## config.mk

```make
export PLATFORM = sky130hd
export DESIGN_NAME = bsr_chain
export DESIGN_NICKNAME = d
export VERILOG_FILES = /design/src/rtl/bsr_pkg.sv /design/src/rtl/bsr_obs_cell.sv /design/src/rtl/bsr_ctl_cell.sv /design/src/rtl/bsr_chain.sv
export SDC_FILE = /design/constraint.sdc
export NUM_CORES = 1
export LEC_CHECK = 0
export CAP_MARGIN = 10
export CORE_MARGIN = 3
export CORE_UTILIZATION = 50
export CTS_BUF_LIST = sky130_fd_sc_hd__clkbuf_4
export DETAILED_ROUTE_END_ITERATION = 12
export GPL_TIMING_DRIVEN = 0
export PLACE_DENSITY = 0.9
export SYNTH_ARGS = -nofsm -noshare
export SYNTH_HDL_FRONTEND = slang
export SYNTH_HIERARCHICAL = 1
export SYNTH_SLANG_ARGS = --single-unit
```

## constraint.sdc

```tcl
create_clock -name tck -period 2.5 [get_ports tck]
set_input_delay 0.375 -clock tck [delete_from_list [all_inputs] [get_ports tck]]
set_output_delay 0.375 -clock tck [all_outputs]
set_load 0.01 [all_outputs]
```

## src/rtl/bsr_pkg.sv

```systemverilog
// Package: chain geometry for the transceiver boundary-scan register.
// Positions count from the tdi end. The order is part of the behaviour,
// because the test software addresses cells by their shift count.
package bsr_pkg;

    localparam int SIDE_A = 0;
    localparam int SIDE_B = 1;

    // Total number of cells for W pins per side.
    function automatic int chain_len(input int w);
        return 2 + 4 * w;
    endfunction

    // Position of the enable cell of a side.
    function automatic int oe_pos(input int side);
        return side;
    endfunction

    // Position of the observe-only cell of a pin.
    function automatic int obs_pos(input int side, input int pin, input int w);
        return 2 + side * 2 * w + 2 * pin;
    endfunction

    // Position of the observe-and-control cell of a pin.
    function automatic int ctl_pos(input int side, input int pin, input int w);
        return obs_pos(side, pin, w) + 1;
    endfunction

endpackage

```

## src/rtl/bsr_obs_cell.sv

```systemverilog
// Observe-only cell: one capture/shift flop, no hold latch.
// Assumes the strobes are already decoded and stable around the rising tck.
// Capture has priority over shift.
module bsr_obs_cell (
    input  logic tck,
    input  logic rst_n,
    input  logic capture,
    input  logic shift,
    input  logic par_in,
    input  logic ser_in,
    output logic ser_out
);

    // Capture/shift flop on the rising test clock.
    always_ff @(posedge tck) begin
        if (!rst_n)       ser_out <= 1'b0;
        else if (capture) ser_out <= par_in;
        else if (shift)   ser_out <= ser_in;
    end

endmodule

```

## src/rtl/bsr_ctl_cell.sv

```systemverilog
// Observe-and-control cell: capture/shift flop, hold latch loaded on the
// falling test clock, and an output mux chosen by mode.
// Assumes update is held across the falling edge it is meant for.
module bsr_ctl_cell (
    input  logic tck,
    input  logic rst_n,
    input  logic capture,
    input  logic shift,
    input  logic update,
    input  logic mode,
    input  logic sys_in,
    input  logic ser_in,
    output logic ser_out,
    output logic pin_out
);

    logic hold_q;

    // Capture/shift flop; the parallel input is the system value.
    always_ff @(posedge tck) begin
        if (!rst_n)       ser_out <= 1'b0;
        else if (capture) ser_out <= sys_in;
        else if (shift)   ser_out <= ser_in;
    end

    // Hold latch, loaded on the falling edge so the pins move mid-cycle.
    always_ff @(negedge tck) begin
        if (!rst_n)      hold_q <= 1'b0;
        else if (update) hold_q <= ser_out;
    end

    // Pin source select.
    always_comb begin
        pin_out = mode ? hold_q : sys_in;
    end

endmodule

```

## src/rtl/bsr_chain.sv

```systemverilog
// Boundary-scan data register around a two-sided transceiver.
// Assumes a TAP controller outside supplies decoded capture/shift/update
// strobes, the mode select and the bypass select. Cell order is set by
// bsr_pkg. tdo is taken straight from the last flop (no falling-edge
// retiming), so the controller retimes it if its port needs that.
module bsr_chain #(
    parameter int W = 9
) (
    input  logic         tck,
    input  logic         rst_n,
    input  logic         tdi,
    input  logic         capture_dr,
    input  logic         shift_dr,
    input  logic         update_dr,
    input  logic         mode,
    input  logic         sel_bypass,
    input  logic         a_sys_oe,
    input  logic         b_sys_oe,
    input  logic [W-1:0] a_sys_out,
    input  logic [W-1:0] b_sys_out,
    input  logic [W-1:0] a_pad_in,
    input  logic [W-1:0] b_pad_in,
    output logic         a_pad_oe,
    output logic         b_pad_oe,
    output logic [W-1:0] a_pad_out,
    output logic [W-1:0] b_pad_out,
    output logic         tdo
);

    localparam int L = bsr_pkg::chain_len(W);

    logic [L-1:0]        scan;
    logic [L-1:0]        chain_in;
    logic [1:0]          sys_oe;
    logic [1:0]          pad_oe;
    logic [1:0][W-1:0]   sys_out;
    logic [1:0][W-1:0]   pad_in;
    logic [1:0][W-1:0]   pad_out;
    logic                byp_q;

    // Serial input of each position: its tdi-side neighbour.
    assign chain_in = {scan[L-2:0], tdi};

    // Group the two sides so one generate loop builds both.
    assign sys_oe  = {b_sys_oe, a_sys_oe};
    assign sys_out = {b_sys_out, a_sys_out};
    assign pad_in  = {b_pad_in, a_pad_in};
    assign a_pad_oe  = pad_oe[0];
    assign b_pad_oe  = pad_oe[1];
    assign a_pad_out = pad_out[0];
    assign b_pad_out = pad_out[1];

    for (genvar s = 0; s < 2; s++) begin : g_side
        localparam int PE = bsr_pkg::oe_pos(s);

        bsr_ctl_cell u_oe (
            .tck     (tck),
            .rst_n   (rst_n),
            .capture (capture_dr),
            .shift   (shift_dr),
            .update  (update_dr),
            .mode    (mode),
            .sys_in  (sys_oe[s]),
            .ser_in  (chain_in[PE]),
            .ser_out (scan[PE]),
            .pin_out (pad_oe[s])
        );

        for (genvar i = 0; i < W; i++) begin : g_pin
            localparam int PO = bsr_pkg::obs_pos(s, i, W);
            localparam int PC = bsr_pkg::ctl_pos(s, i, W);

            bsr_obs_cell u_obs (
                .tck     (tck),
                .rst_n   (rst_n),
                .capture (capture_dr),
                .shift   (shift_dr),
                .par_in  (pad_in[s][i]),
                .ser_in  (chain_in[PO]),
                .ser_out (scan[PO])
            );

            bsr_ctl_cell u_ctl (
                .tck     (tck),
                .rst_n   (rst_n),
                .capture (capture_dr),
                .shift   (shift_dr),
                .update  (update_dr),
                .mode    (mode),
                .sys_in  (sys_out[s][i]),
                .ser_in  (chain_in[PC]),
                .ser_out (scan[PC]),
                .pin_out (pad_out[s][i])
            );
        end
    end

    // One-bit bypass stage built as an observe cell on a constant 0.
    bsr_obs_cell u_bypass (
        .tck     (tck),
        .rst_n   (rst_n),
        .capture (capture_dr),
        .shift   (shift_dr),
        .par_in  (1'b0),
        .ser_in  (tdi),
        .ser_out (byp_q)
    );

    // Serial output select.
    always_comb begin
        tdo = sel_bypass ? byp_q : scan[L-1];
    end

endmodule

```

==> impl_metrics.env <==
export IMPL_antenna_found_initial=0
export IMPL_ys_ff_latch=59
export IMPL_violations="negative setup slack"
export IMPL_die_area_um2=6750
export IMPL_syn_nets=304
export IMPL_fill_cells=446
export IMPL_fin_nets=385
export IMPL_root_buffer="clkbuf_4"
export IMPL_end_kind="output pin"
export IMPL_via_count=2156
export IMPL_synthesis_area_um2=2900
export IMPL_setup_viol=20
export IMPL_drive_gt1_frac=0.209
export IMPL_cts_buffers=9
export IMPL_whs_endpoint="g_side[1].g_pin[6].u_ctl/hold_q$_SDFFE_NN0P_"
export IMPL_slew_headroom=0.230
export IMPL_critical_path_peak_fanout=2
export IMPL_syn_inst=258
export IMPL_grt_max_degree=60
export IMPL_dp_hpwl_um=3850
export IMPL_die_w_um=82.1
export IMPL_wl_um=6020
export IMPL_placed_area_um2=3670
export IMPL_syn_area_per_cell_um2=11.2
export IMPL_crit_arrival_ns=2.39
export IMPL_io_pins=67
export IMPL_ff2ff_setup_slack_ns=0.56
export IMPL_rr_worst_depth=2
export IMPL_fin_area_um2=3890
export IMPL_irDropWorstVdd_v=0.000364
export IMPL_grt_usage=0.191
export IMPL_ant_nets=0
export IMPL_maxSlewViolCount=0
export IMPL_crit_chain="mux2_2 > buf_6"
export IMPL_hold_path_startpoint="g_side[1].g_pin[6].u_ctl/hold_q$_SDFFE_NN0P_"
export IMPL_start_util=0.520
export IMPL_setup_tns_final_ns=-4.88
export IMPL_clock_latency_ns=0.43
export IMPL_yosys_warnings=6
export IMPL_syn_to_final_growth_pct=34.1
export IMPL_tightest_slew_ns=1.15
export IMPL_vias_per_cell=5.18
export IMPL_synth_cell_type_count=10
export IMPL_crit_path_top_delay_cell="dfxtp_1"
export IMPL_seq_area_frac_synth=0.407
export IMPL_first_iter_violations=105
export IMPL_cts_max_level=3
export IMPL_worstReg2RegEnd="g_side[1].g_pin[7].u_ctl/hold_q$_SDFFE_NN0P_"
export IMPL_grt_setup_unrepaired="true"
export IMPL_portBuffers=66
export IMPL_gr_total_overflow=0
export IMPL_slowest_delay_ns=0.30
export IMPL_timing_setup_critical_path_class="flip-flop to output pin"
export IMPL_fin_ws_ns=-0.260
export IMPL_cap_violations=0
export IMPL_dp_slack_ns=-0.756
export IMPL_drc=0
export IMPL_core_rowCount=27
export IMPL_dr_pass1_iters=4
export IMPL_outcome="finished with violations"
export IMPL_clock_skew_ns=0.0426
export IMPL_whs_path_depth=2
export IMPL_die_h_um=82.1
export IMPL_r2r_start="g_side[1].g_pin[7].u_ctl/ser_out$_SDFFE_PN0P_"
export IMPL_cp_start_kind="flip-flop"
export IMPL_p_leak_nw=1.99
export IMPL_pwr_density_cell_nw_per_um2=593
export IMPL_clockBufferDepth=2
export IMPL_insertedDiodeCount=0
export IMPL_gp_congestion=0.723
export IMPL_numClockSinks=59
export IMPL_grt_pass1_vias=2063
export IMPL_min_path_type="flip-flop to flip-flop"
export IMPL_grt_pass1_wl_um=9570
export IMPL_hold_viol_final=0
export IMPL_core_area_um2=5570
export IMPL_wl_per_cell_um=14.5
export IMPL_clkTransAtPathRegs_ns=0.04
export IMPL_cts_tree="built"
export IMPL_required_ns=2.12
-- flip-flops by register name, indices dropped and copies added, names as in the netlist --
name	cells
g_side.g_pin.u_ctl/hold_q	18
g_side.u_oe/hold_q	2
g_side.g_pin.u_ctl/ser_out	18
u_bypass/ser_out	1
g_side.g_pin.u_obs/ser_out	18
g_side.u_oe/ser_out	2
-- worst max-delay path by stage --
stage	from	end	slack, ns	cells past startpoint
after detailed placement	update_dr	g_side[0].g_pin[2].u_ctl/hold_q$_SDFFE_NN0P_	-0.76	4
after global routing	g_side[0].g_pin[8].u_ctl/hold_q$_SDFFE_NN0P_	a_pad_out[8]	-0.33	2
after global placement	rst_n	g_side[1].g_pin[8].u_ctl/hold_q$_SDFFE_NN0P_	-1.22	2
after CTS	g_side[1].g_pin[2].u_ctl/hold_q$_SDFFE_NN0P_	b_pad_out[2]	-0.29	2
final	g_side[1].g_pin[1].u_ctl/hold_q$_SDFFE_NN0P_	b_pad_out[1]	-0.26	2
after floorplan	g_side[0].u_oe/hold_q$_SDFFE_NN0P_	a_pad_oe	0.31	1
-- worst max-delay path: cells and delay by family (launching register included) --
kind / cells / cell delay, ns
multiplexers: 1 / 0.28
flip-flops: 1 / 0.30
buffers and inverters: 1 / 0.13
-- metrics by stage --
step / hold slack (ns) / cells / util / total power [mW]
6_report: 0.505 / 416 / 0.698 / 2.31
3_5_place_dp: 0.504 / 398 / 0.658 / 1.54
3_3_place_gp: 0.491 / 396 / 0.655 / 1.53
5_1_grt: 0.522 / 416 / 0.698 / 2.45
4_1_cts: 0.512 / 414 / 0.694 / 2.33
2_1_floorplan: 0.477 / 258 / - / 1.32
-- placed cells by master (no fill, tap or decap) --
cell type / count
mux2_4: 5
mux2_2: 16
buf_2: 3
mux2_1: 39
mux2i_1: 20
conb_1: 1
clkbuf_4: 9
dfxtp_2: 8
clkbuf_2: 1
o211a_1: 39
nand2b_1: 39
dfxtp_1: 51
nor2b_1: 20
inv_1: 20
bufinv_16: 2
buf_8: 1
clkinvlp_2: 1
buf_6: 20
clkdlybuf4s50_1: 42
buf_12: 1
clkinvlp_4: 3
clkinv_1: 1
buf_4: 2
-- synth_stat cells --
library cell | n | area, um2
mux2_1 | 39 | 439
o211a_1 | 39 | 390
inv_1 | 20 | 75.1
mux2_2 | 20 | 225
mux2i_1 | 20 | 200
dfxtp_1 | 59 | 1180
conb_1 | 1 | 3.75
nor2b_1 | 20 | 125
nand2b_1 | 39 | 244
mux2_4 | 1 | 15.0
-- cell families after synthesis --
group	share of synthesized area
buffers and inverters	0.0259
other	0.00129
and+or+nand+nor	0.127
AOI/OAI and AO/OA	0.135
DFF	0.407
muxes	0.303
-- what timing repair did --
| action | in CTS | in global routing |
|---|---|---|
| endpoints found under the setup margin | 40 | 25 |
| hold buffers | 0 | 0 |
| resized for setup | 107 | 8 |
| setup buffers | 0 | 2 |
-- power breakdown --
part / internal, mW / switching [mW]
combinational: 0.242 / 0.150
clock: 0.440 / 0.436
sequential: 1.00 / 0.0329
-- layout make-up --
| type | count | area, um2 | area share |
|---|---|---|---|
| clock inverter | 27 | 166 | 0.0428 |
| multi-input combinational | 179 | 1660 | 0.426 |
| timing repair buffer | 70 | 716 | 0.184 |
| clock buffer | 9 | 67.6 | 0.0174 |
| sequential | 59 | 1190 | 0.306 |
| tap | 72 | 90.1 | 0.0232 |
-- per-layer routing --
layer,GRT usage,vias up,part of all wire
li1,-,1082,-
met1,0.220,1012,0.45
met2,0.321,53,0.48
met3,0.0542,9,0.060
met4,0.0980,0,0.015
met5,0,-,0
(Power assumes the default switching activity.)
